## src/rtl/econ_pkg.sv

```systemverilog
package econ_pkg;
  // rate field codes
  localparam logic [1:0] DIV_RSVD = 2'b00;
  localparam logic [1:0] DIV_FAST = 2'b01;
  localparam logic [1:0] DIV_MID  = 2'b10;
  localparam logic [1:0] DIV_SLOW = 2'b11;

  // register addresses
  localparam logic [1:0] A_RATE   = 2'd0;
  localparam logic [1:0] A_UNLOCK = 2'd1;
  localparam logic [1:0] A_POWER  = 2'd2;

  // unlock key bytes
  localparam logic [7:0] KEY_FIRST  = 8'hAA;
  localparam logic [7:0] KEY_SECOND = 8'h55;

  typedef enum logic [1:0] {
    TA_IDLE  = 2'd0,
    TA_ARMED = 2'd1,
    TA_OPEN  = 2'd2
  } ta_state_t;

  function automatic logic rate_step_ok(input logic [1:0] cur, input logic [1:0] req);
    if (req == DIV_RSVD) return 1'b0;
    if (cur == DIV_MID  && req == DIV_SLOW) return 1'b0;
    if (cur == DIV_SLOW && req == DIV_MID)  return 1'b0;
    return 1'b1;
  endfunction
endpackage

```

## src/rtl/econ_strobe_gen.sv

```systemverilog
module econ_strobe_gen
  import econ_pkg::*;
#(
  parameter int FAST_N = 4,
  parameter int MID_N  = 64,
  parameter int SLOW_N = 1024
) (
  input  logic       clk,
  input  logic       rst,
  input  logic [1:0] div_q,
  input  logic       restart,
  input  logic       idle,
  input  logic       pd,
  output logic       tick,
  output logic       cpu_stb,
  output logic       per_stb
);
  localparam int CNT_W = $clog2(SLOW_N);

  logic [CNT_W-1:0] cnt;
  logic [CNT_W-1:0] last;

  always_comb begin
    case (div_q)
      DIV_MID:  last = CNT_W'(MID_N - 1);
      DIV_SLOW: last = CNT_W'(SLOW_N - 1);
      default:  last = CNT_W'(FAST_N - 1);
    endcase
  end

  assign tick = !pd && (cnt == last);

  always_ff @(posedge clk) begin
    if (rst) begin
      cnt     <= '0;
      cpu_stb <= 1'b0;
      per_stb <= 1'b0;
    end else begin
      per_stb <= tick;
      cpu_stb <= tick && !idle;
      if (restart || tick) cnt <= '0;
      else if (!pd)        cnt <= cnt + 1'b1;
    end
  end

  // CPU strobe never fires without the peripheral strobe
  p_cpu_in_per_r8: assert property (@(posedge clk) disable iff (rst)
    cpu_stb |-> per_stb);
  // idle silences the CPU strobe
  p_idle_quiet_r8: assert property (@(posedge clk) disable iff (rst)
    idle |=> !cpu_stb);
  // power-down silences both strobes
  p_pd_quiet_r9: assert property (@(posedge clk) disable iff (rst)
    pd |=> (!per_stb && !cpu_stb));
  // strobes are single-cycle pulses
  p_pulse_r2: assert property (@(posedge clk) disable iff (rst)
    per_stb |=> !per_stb);
endmodule

```

## src/rtl/econ_ta_guard.sv

```systemverilog
module econ_ta_guard
  import econ_pkg::*;
#(
  parameter int TA_WINDOW = 3
) (
  input  logic       clk,
  input  logic       rst,
  input  logic       reg_wr,
  input  logic [1:0] reg_addr,
  input  logic [7:0] reg_wdata,
  input  logic       tick,
  output logic       ta_open
);
  localparam int WIN_W = $clog2(TA_WINDOW + 1);

  ta_state_t        st;
  logic [WIN_W-1:0] win;

  assign ta_open = (st == TA_OPEN);

  always_ff @(posedge clk) begin
    if (rst) begin
      st  <= TA_IDLE;
      win <= '0;
    end else if (reg_wr) begin
      if (reg_addr == A_UNLOCK) begin
        if (st == TA_ARMED && reg_wdata == KEY_SECOND) begin
          st  <= TA_OPEN;
          win <= '0;
        end else if (reg_wdata == KEY_FIRST) begin
          st <= TA_ARMED;
        end else begin
          st <= TA_IDLE;
        end
      end else if (reg_addr == A_RATE || st == TA_ARMED) begin
        st <= TA_IDLE;
      end
    end else if (st == TA_OPEN && tick) begin
      if (win == WIN_W'(TA_WINDOW - 1)) st <= TA_IDLE;
      else                              win <= win + 1'b1;
    end
  end

  // the window opens only straight after an armed state and a 55h write
  p_open_after_key_r10: assert property (@(posedge clk) disable iff (rst)
    $rose(ta_open) |-> $past(st == TA_ARMED && reg_wr && reg_addr == A_UNLOCK
                             && reg_wdata == KEY_SECOND));
  // a rate write consumes the window
  p_consume_r10: assert property (@(posedge clk) disable iff (rst)
    (reg_wr && reg_addr == A_RATE) |=> !ta_open);
endmodule

```

## src/rtl/econ_rate_ctrl.sv

```systemverilog
module econ_rate_ctrl
  import econ_pkg::*;
(
  input  logic       clk,
  input  logic       rst,
  input  logic       wr_rate,
  input  logic [2:0] wdata,
  input  logic       ta_open,
  input  logic       int_take,
  input  logic       int_ext,
  input  logic       rx_start_fall,
  input  logic       tx_active,
  input  logic       rx_active,
  input  logic       tick,
  output logic [1:0] div_q,
  output logic       restart,
  output logic       sw_en
);
  logic       pend;
  logic       sb_int;
  logic       sb_ser;
  logic       locked;
  logic       accept;
  logic [1:0] div_d;

  assign sb_int = sw_en && int_take && int_ext;
  assign sb_ser = pend && tick;
  assign locked = sw_en && (tx_active || rx_active);
  assign accept = wr_rate && !locked && rate_step_ok(div_q, wdata[1:0]);

  always_comb begin
    if (sb_int || sb_ser) div_d = DIV_FAST;
    else if (accept)      div_d = wdata[1:0];
    else                  div_d = div_q;
  end

  assign restart = (div_d != div_q);

  always_ff @(posedge clk) begin
    if (rst) begin
      div_q <= DIV_FAST;
      sw_en <= 1'b0;
      pend  <= 1'b0;
    end else begin
      div_q <= div_d;
      if (wr_rate && ta_open) sw_en <= wdata[2];
      if (sb_ser)                       pend <= 1'b0;
      else if (sw_en && rx_start_fall)  pend <= 1'b1;
    end
  end

  // the reserved code never appears
  p_no_rsvd_r4: assert property (@(posedge clk) disable iff (rst)
    div_q != DIV_RSVD);
  // no direct hop between the two slow rates
  p_no_hop_r3: assert property (@(posedge clk) disable iff (rst)
    !(($past(div_q) == DIV_MID && div_q == DIV_SLOW) ||
      ($past(div_q) == DIV_SLOW && div_q == DIV_MID)));
  // interrupt switchback lands on the fast rate
  p_int_sb_r5: assert property (@(posedge clk) disable iff (rst)
    (sw_en && int_take && int_ext) |=> (div_q == DIV_FAST));
  // activity lock holds the field
  p_lock_r7: assert property (@(posedge clk) disable iff (rst)
    (wr_rate && sw_en && (tx_active || rx_active) && !int_take && !pend)
      |=> $stable(div_q));
  // protected bit unchanged outside the window
  p_guard_r10: assert property (@(posedge clk) disable iff (rst)
    !ta_open |=> $stable(sw_en));
endmodule

```

## src/rtl/econ_clock_ctrl.sv

```systemverilog
module econ_clock_ctrl
  import econ_pkg::*;
#(
  parameter int FAST_N    = 4,
  parameter int MID_N     = 64,
  parameter int SLOW_N    = 1024,
  parameter int TA_WINDOW = 3
) (
  input  logic       clk,
  input  logic       rst,
  input  logic       reg_wr,
  input  logic [1:0] reg_addr,
  input  logic [7:0] reg_wdata,
  input  logic       int_take,
  input  logic       int_ext,
  input  logic       rx_start_fall,
  input  logic       tx_active,
  input  logic       rx_active,
  output logic       cpu_stb,
  output logic       per_stb,
  output logic [1:0] div_sel
);
  logic idle_q;
  logic pd_q;
  logic tick;
  logic restart;
  logic ta_open;
  logic sw_en;
  logic wr_rate;

  assign wr_rate = reg_wr && (reg_addr == A_RATE);

  always_ff @(posedge clk) begin
    if (rst) begin
      idle_q <= 1'b0;
      pd_q   <= 1'b0;
    end else if (int_take) begin
      idle_q <= 1'b0;
      pd_q   <= 1'b0;
    end else if (reg_wr && reg_addr == A_POWER) begin
      idle_q <= reg_wdata[0];
      pd_q   <= reg_wdata[1];
    end
  end

  econ_ta_guard #(.TA_WINDOW(TA_WINDOW)) u_ta (
    .clk(clk), .rst(rst), .reg_wr(reg_wr), .reg_addr(reg_addr),
    .reg_wdata(reg_wdata), .tick(tick), .ta_open(ta_open)
  );

  econ_rate_ctrl u_rate (
    .clk(clk), .rst(rst), .wr_rate(wr_rate), .wdata(reg_wdata[2:0]),
    .ta_open(ta_open), .int_take(int_take), .int_ext(int_ext),
    .rx_start_fall(rx_start_fall), .tx_active(tx_active),
    .rx_active(rx_active), .tick(tick), .div_q(div_sel),
    .restart(restart), .sw_en(sw_en)
  );

  econ_strobe_gen #(.FAST_N(FAST_N), .MID_N(MID_N), .SLOW_N(SLOW_N)) u_stb (
    .clk(clk), .rst(rst), .div_q(div_sel), .restart(restart),
    .idle(idle_q), .pd(pd_q), .tick(tick), .cpu_stb(cpu_stb),
    .per_stb(per_stb)
  );

  // a taken interrupt wakes the block
  p_wake_r9: assert property (@(posedge clk) disable iff (rst)
    int_take |=> (!idle_q && !pd_q));
endmodule

```

## config.mk

```make
export PLATFORM = sky130hd
export DESIGN_NAME = econ_clock_ctrl
export DESIGN_NICKNAME = d
export VERILOG_FILES = /design/src/rtl/econ_pkg.sv /design/src/rtl/econ_strobe_gen.sv /design/src/rtl/econ_ta_guard.sv /design/src/rtl/econ_rate_ctrl.sv /design/src/rtl/econ_clock_ctrl.sv
export SDC_FILE = /design/constraint.sdc
export NUM_CORES = 1
export LEC_CHECK = 0
export CAP_MARGIN = 20
export CORE_MARGIN = 3
export CORE_UTILIZATION = 41
export CTS_CLUSTER_DIAMETER = 200
export DETAILED_ROUTE_END_ITERATION = 8
export HOLD_SLACK_MARGIN = 0.15
export PLACE_DENSITY = 0.67
export RECOVER_POWER = 50
export SYNTH_ARGS = -nofsm -noshare
export SYNTH_HDL_FRONTEND = slang
export SYNTH_SLANG_ARGS = --single-unit
```

## constraint.sdc

```tcl
create_clock -name clk -period 2.1 [get_ports clk]
set_input_delay 0.315 -clock clk [delete_from_list [all_inputs] [get_ports clk]]
set_output_delay 0.315 -clock clk [all_outputs]
set_load 0.01 [all_outputs]
```

Word-level counts from Yosys, hierarchy flattened
Index checks and enable logic that the tools add are counted.
Widths: inputs -> output; s select.
{ "word_totals": {"ff_bits": 22, "latchBits": 0, "ramBits": 0, "rom_bits": 0, "out_inout_bits": 4, "elab_cells": 88, "n_memories": 0} }
{ "op_classes": {"n_addsub": 2, "mul": 0, "n_div": 0, "magnitude_cmp": 0, "n_eq_ne": 17, "shift": 0, "n_mux": 27, "bitwise_logic": 0, "n_reduce_logical": 32} }
{ "op_table": {"columns": ["cell", "n"], "rows": [
  ["$mux 2", 13],
  ["$pmux 10 s2", 1],
  ["$logic_and 1x1->1", 16],
  ["$eq 2x2->1 const B", 7],
  ["$mux 1", 13],
  ["$add 10x1->10 const B", 1],
  ["$eq 10x10->1", 1],
  ["$eq 8x7->1 const B", 1],
  ["$eq 8x8->1 const B", 1],
  ["$reduce_or 2->1", 3],
  ["$eq 2x1->1 const B", 2],
  ["$logic_not 2->1", 2],
  ["$logic_or 1x1->1", 4],
  ["$ne 2x1->1 const B", 2],
  ["$reduce_and 4->1", 1],
  ["$reduce_bool 2->1", 2],
  ["$logic_not 1->1", 3],
  ["$ne 3x1->1 const B", 1],
  ["$reduce_and 3->1", 1],
  ["$add 2x1->2 const B", 1],
  ["$ne 2x2->1", 1],
  ["$ne 2x2->1 const B", 1]
]} }

Longest topological paths before layout
{ "logic_depth": {"ltp_word": 15, "mapped_depth": 6, "mapped_depth_nobuf": 6} }

By module
From an unflattened synthesis, not the netlist that was laid out.
{ "hier_totals": {"hier_cells": 134, "area_unflattened_um2": 1189.9} }
{ "modules_own_cells": {"columns": ["module", "instances", "cells_each", "area_per_inst_um2", "seq_area_each_um2"], "rows": [
  ["econ_strobe_gen", 1, 62, 581.8, 240.2],
  ["econ_ta_guard", 1, 33, 265.3, 80.1],
  ["econ_rate_ctrl", 1, 29, 234.0, 80.1],
  ["econ_clock_ctrl", 1, 10, 108.9, 40.0]
]} }

Least setup slack after synthesis
Ideal clock, no wire load.
{ "synth_path": {"path_kind": "flip-flop to flip-flop", "startpoint": "register u_stb.cnt[0]", "endpoint": "register u_ta.win[1]", "setup_ns": 0.130, "arrival_ns": 1.400, "required_time_ns": 1.970, "slack_ns": 0.570, "path_stages_with_launch": 7, "path_buffers": 0, "synth_period_minus_slack_ns": 1.530, "path_cell_list": "dfxtp_1 > ha_1 > nor2b_4 > nand4_4 > a211oi_4 > mux2i_1 > o32ai_2"} }
{ "synth_via": {"elab_chain_cells": 5} }
{ "synth_lines": {"columns": ["element", "line", "text"], "rows": [
  ["start, declared", "econ_strobe_gen.sv:20", "logic [CNT_W-1:0] cnt;"],
  ["start signal, assigned", "econ_strobe_gen.sv:42", "else if (!pd) cnt <= cnt + 1'b1;"],
  ["$eq 10x10->1", "econ_strobe_gen.sv:31", "assign tick = !pd && (cnt == last);"],
  ["$logic_and 1x1->1", "econ_strobe_gen.sv:31", null],
  ["$logic_and 1x1->1", "econ_ta_guard.sv:38", "end else if (st == TA_OPEN && tick) begin"],
  ["$reduce_bool 2->1 (no source line)", null, null],
  ["$reduce_and 4->1 (no source line)", null, null],
  ["end signal, assigned", "econ_ta_guard.sv:40", "else win <= win + 1'b1;"],
  ["end, declared", "econ_ta_guard.sv:17", "logic [WIN_W-1:0] win;"]
]} }
Every way passes these cells.
A chain may end at the register's enable or synchronous reset.

Final worst setup path
{ "layout_path": {"startpoint": "input port reg_addr[1]", "endpoint": "register u_stb.cnt[5]"} }
{ "layout_via": {"elab_chain_cells": 9} }
{ "layout_lines": {"columns": ["element", "line", "text"], "rows": [
  ["start, declared", "econ_clock_ctrl.sv:12", "input logic [1:0] reg_addr,"],
  ["$logic_not 2->1", "econ_clock_ctrl.sv:31", "assign wr_rate = reg_wr && (reg_addr == A_RATE);"],
  ["$logic_and 1x1->1", "econ_clock_ctrl.sv:31", null],
  ["$logic_and 1x1->1 (2 in a row)", "econ_rate_ctrl.sv:29", "assign accept = wr_rate && !locked && rate_step_ok(div_q, wdata[1:0]);"],
  ["$mux 2", "econ_rate_ctrl.sv:33", "else if (accept) div_d = wdata[1:0];"],
  ["$mux 2", "econ_rate_ctrl.sv:32", "if (sb_int || sb_ser) div_d = DIV_FAST;"],
  ["$ne 2x2->1", "econ_rate_ctrl.sv:37", "assign restart = (div_d != div_q);"],
  ["$logic_or 1x1->1", "econ_strobe_gen.sv:41", "if (restart || tick) cnt <= '0;"],
  ["$reduce_or 2->1 (no source line)", null, null]
]} }
Every way passes these cells.

==> flow_summary.yaml <==
outcome:
  outcome: "completed"
setup_path:
  cpPeakStageDelay_ns: 0.60
  timing.rr.start: "u_rate.div_q[1]"
  critPathLaunch: "reg_addr[1]"
  ff2ff_setup_slack_ns: 0.39
  r2r-end: "u_stb.cnt[5]"
  cp_num_buf_inv: 1
  worst-path-stages: 6
  cp_slowest_cell: "dlygate4sd3_1"
  path_cells: "dlygate4sd3_1, nand2b_1, nor3_2, a41oi_1, nand4_2, nor2_1"
  end_kind: "flip-flop"
  critPathTopFamily: "simple AND/OR/NAND/NOR gates"
  cp-endpoint: "u_stb.cnt[5]"
  reg2regPathDepth: 5
  worstPathArrival_ns: 2.05
  worstSetupPathType: "input port to flip-flop"
  worst-endpoint-required_ns: 2.31
  startpoint_type: "input port"
  crit_fanout: 10
floorplanning:
  dieWidth_microns: 59.8
  std_cell_rows: 18
  die_h_microns: 59.8
  start_util_pct: 45.5
  pin_count: 22
  die_area_sq_mm: 0.00358
  fp.coreArea_sq_mm: 0.00261
global_route:
  met1_usage_pct: 20.8
  met3_usage_pct: 2.59
  grt_max_degree: 13
  grt.busiest_layer: "met2"
  gr-usage-all-layers_pct: 16.3
  overflow: 0
  grtUsageMet2_pct: 27.0
  grt_pass1_vias: 976
  grt_pass1_wl_microns: 4470
  antenna_found_initial: 0
clock_tree:
  cts_max_path_buffers: 2
  cts.sinks: 22
  cts_tree: "built"
  clk_latency_ns: 0.31
  cts_resized: 0
  postCtsSetupBuffers: 0
  htree_levels: 1
  cts_buffers: 3
  path_clk_slew_ns: 0.12
  cts_root_buffer: "clkbuf_4"
  hold_buffers: 0
place:
  numPortBuffers: 21
  dp_hpwl_microns: 2080
  pre_cts_ws_ns: 0.0758
  gp_congestion: 0.846
pwr:
  p_leak_nw: 0.524
  vdd_drop_max_mv: 0.337
  power_density_mw_per_mm2: 539
yosys:
  postSynthNetCount: 148
  netlist.area_leader.share_pct: 37.1
  synth_ff_type: "dfxtp_1"
  seq_area_frac_synth_pct: 37.1
  synth-seq-cells: 22
  synth_top_area_cell: "dfxtp_1"
  yosys_warnings: 0
  async_flop_share_pct: 0
  avgSynthCellArea_sq_um: 9.28
  yosys-top-cells-area: "dfxtp_1 37%, nor2_1 6.3%, mux2i_1 5.1%"
  synth_cells: 128
  ys_types: 45
  synth-edff-count: 0
  synthesis.area_sq_mm: 0.00119
final_layout:
  final_common_cell: "dfxtp_1"
  n_antenna_cell: 0
  layout-area-overhead-vs-synth_pct: 23.1
  n_fill_cell: 234
  layout-drive-gt1-share_pct: 11.0
  final_cell_mix: "22 x dfxtp_1, 20 x nor2_1, 17 x clkdlybuf4s50_1"
  nets: 175
timing:
  fin_setup_tns_ns: 0
  fmax_ghz: 0.541
  finalCriticalPeriod_ns: 1.85
  fin_skew_ns: 0.00518
  setup_viol: 0
  hold_violations: 0
  rsz0062_at_grt: "no"
  setup_slack_ns: 0.251
  slew_headroom_pct: 74.8
  tightest_slew_ns: 0.376
  slew_violations: 0
  fin_crit_sh_pct: 88.1
detailed_routing:
  drt-vias-per-instance: 5.57
  drc: 0
  antenna_left: 0
  wl_per_cell_microns: 14.4
  drt_pre_antenna_iters: 4
  routed_wl_microns: 2650
  drt_iter0_drc: 37
  vias: 1025
hold_path:
  hp-class: "flip-flop to flip-flop"
  min-delay-start: "idle_q"
job:
  drv_cap: 0
metal layers:
metal  share of wire [%]  up-vias
met4                 1.8        0
met3                 5.1        7
li1                    -      511
met1                  45      474
met5                   0        -
met2                  48       33
worst min path at each step:
stage | endpoint | cells after the start
final | u_stb.cpu_stb | 1
after global routing | u_stb.cpu_stb | 1
after detailed placement | u_stb.cpu_stb | 1
after global placement | u_stb.cpu_stb | 1
after CTS | u_stb.cpu_stb | 1
after floorplan | idle_q | 1
stage by stage:
stage | cells | hold slack (ns) | util [%] | cell area, sq um | total power, W
CTS | 184 | 0.434 | 56.1 | 1470 | 0.000797
global route | 184 | 0.467 | 55.9 | 1460 | 0.000824
floorplan | 128 | 0.394 | - | 1190 | 0.000502
global placement | 180 | 0.408 | 54.7 | 1430 | 0.000556
finish | 184 | 0.430 | 55.9 | 1460 | 0.000788
detailed placement | 180 | 0.412 | 54.7 | 1430 | 0.000561
area by class of cell:
type	count	area, sq um	area share, %
Sequential cell	22	440	30.1
Clock buffer	4	36.3	2.48
Multi-Input combinational cell	101	703	48.1
Tap cell	30	37.5	2.57
Inverter	2	7.51	0.514
Timing Repair Buffer	25	236	16.2
logic make-up after synthesis:
logic type,share of synthesized area (%)
compound gates,13.1
xor+xnor,6.64
flops,37.1
simple gates,32.4
mux,5.06
fa+ha+maj,2.11
buf+inv,3.69
worst reg2reg max path: stages (launching register included):
cell and delay (ns):
dfxtp_1 0.57, nand2_1 0.09, a2bb2oi_1 0.32, a21o_2 0.22, nand4_2 0.25, nor2_1 0.19
synthesized netlist by cell type, drive strengths merged, types with 3 or more instances:
master	number
a21oi	6
dfxtp	22
mux2i	6
nand2	8
nand2b	3
nand3	6
nand4	4
nor2	20
nor3	6
nor4bb	4
xnor2	4
xor2	5
flip-flops by register name (all words and copies together), names as in the netlist:
name           count
u_rate.pend        1
pd_q               1
u_ta.st            2
u_ta.win           2
u_stb.per_stb      1
u_rate.sw_en       1
u_rate.div_q       2
u_stb.cpu_stb      1
idle_q             1
u_stb.cnt         10
where the power goes:
group | internal [W] | switching, W | total (W) | leakage (nW)
sequential | 0.000428 | 0.0000115 | 0.000439 | 0.178
combinational | 0.0000600 | 0.0000511 | 0.000111 | 0.325
clock | 0.000106 | 0.000132 | 0.000238 | 0.0210
total | 0.000593 | 0.000194 | 0.000788 | 0.524
No activity file was read; power rests on OpenSTA's default activity.
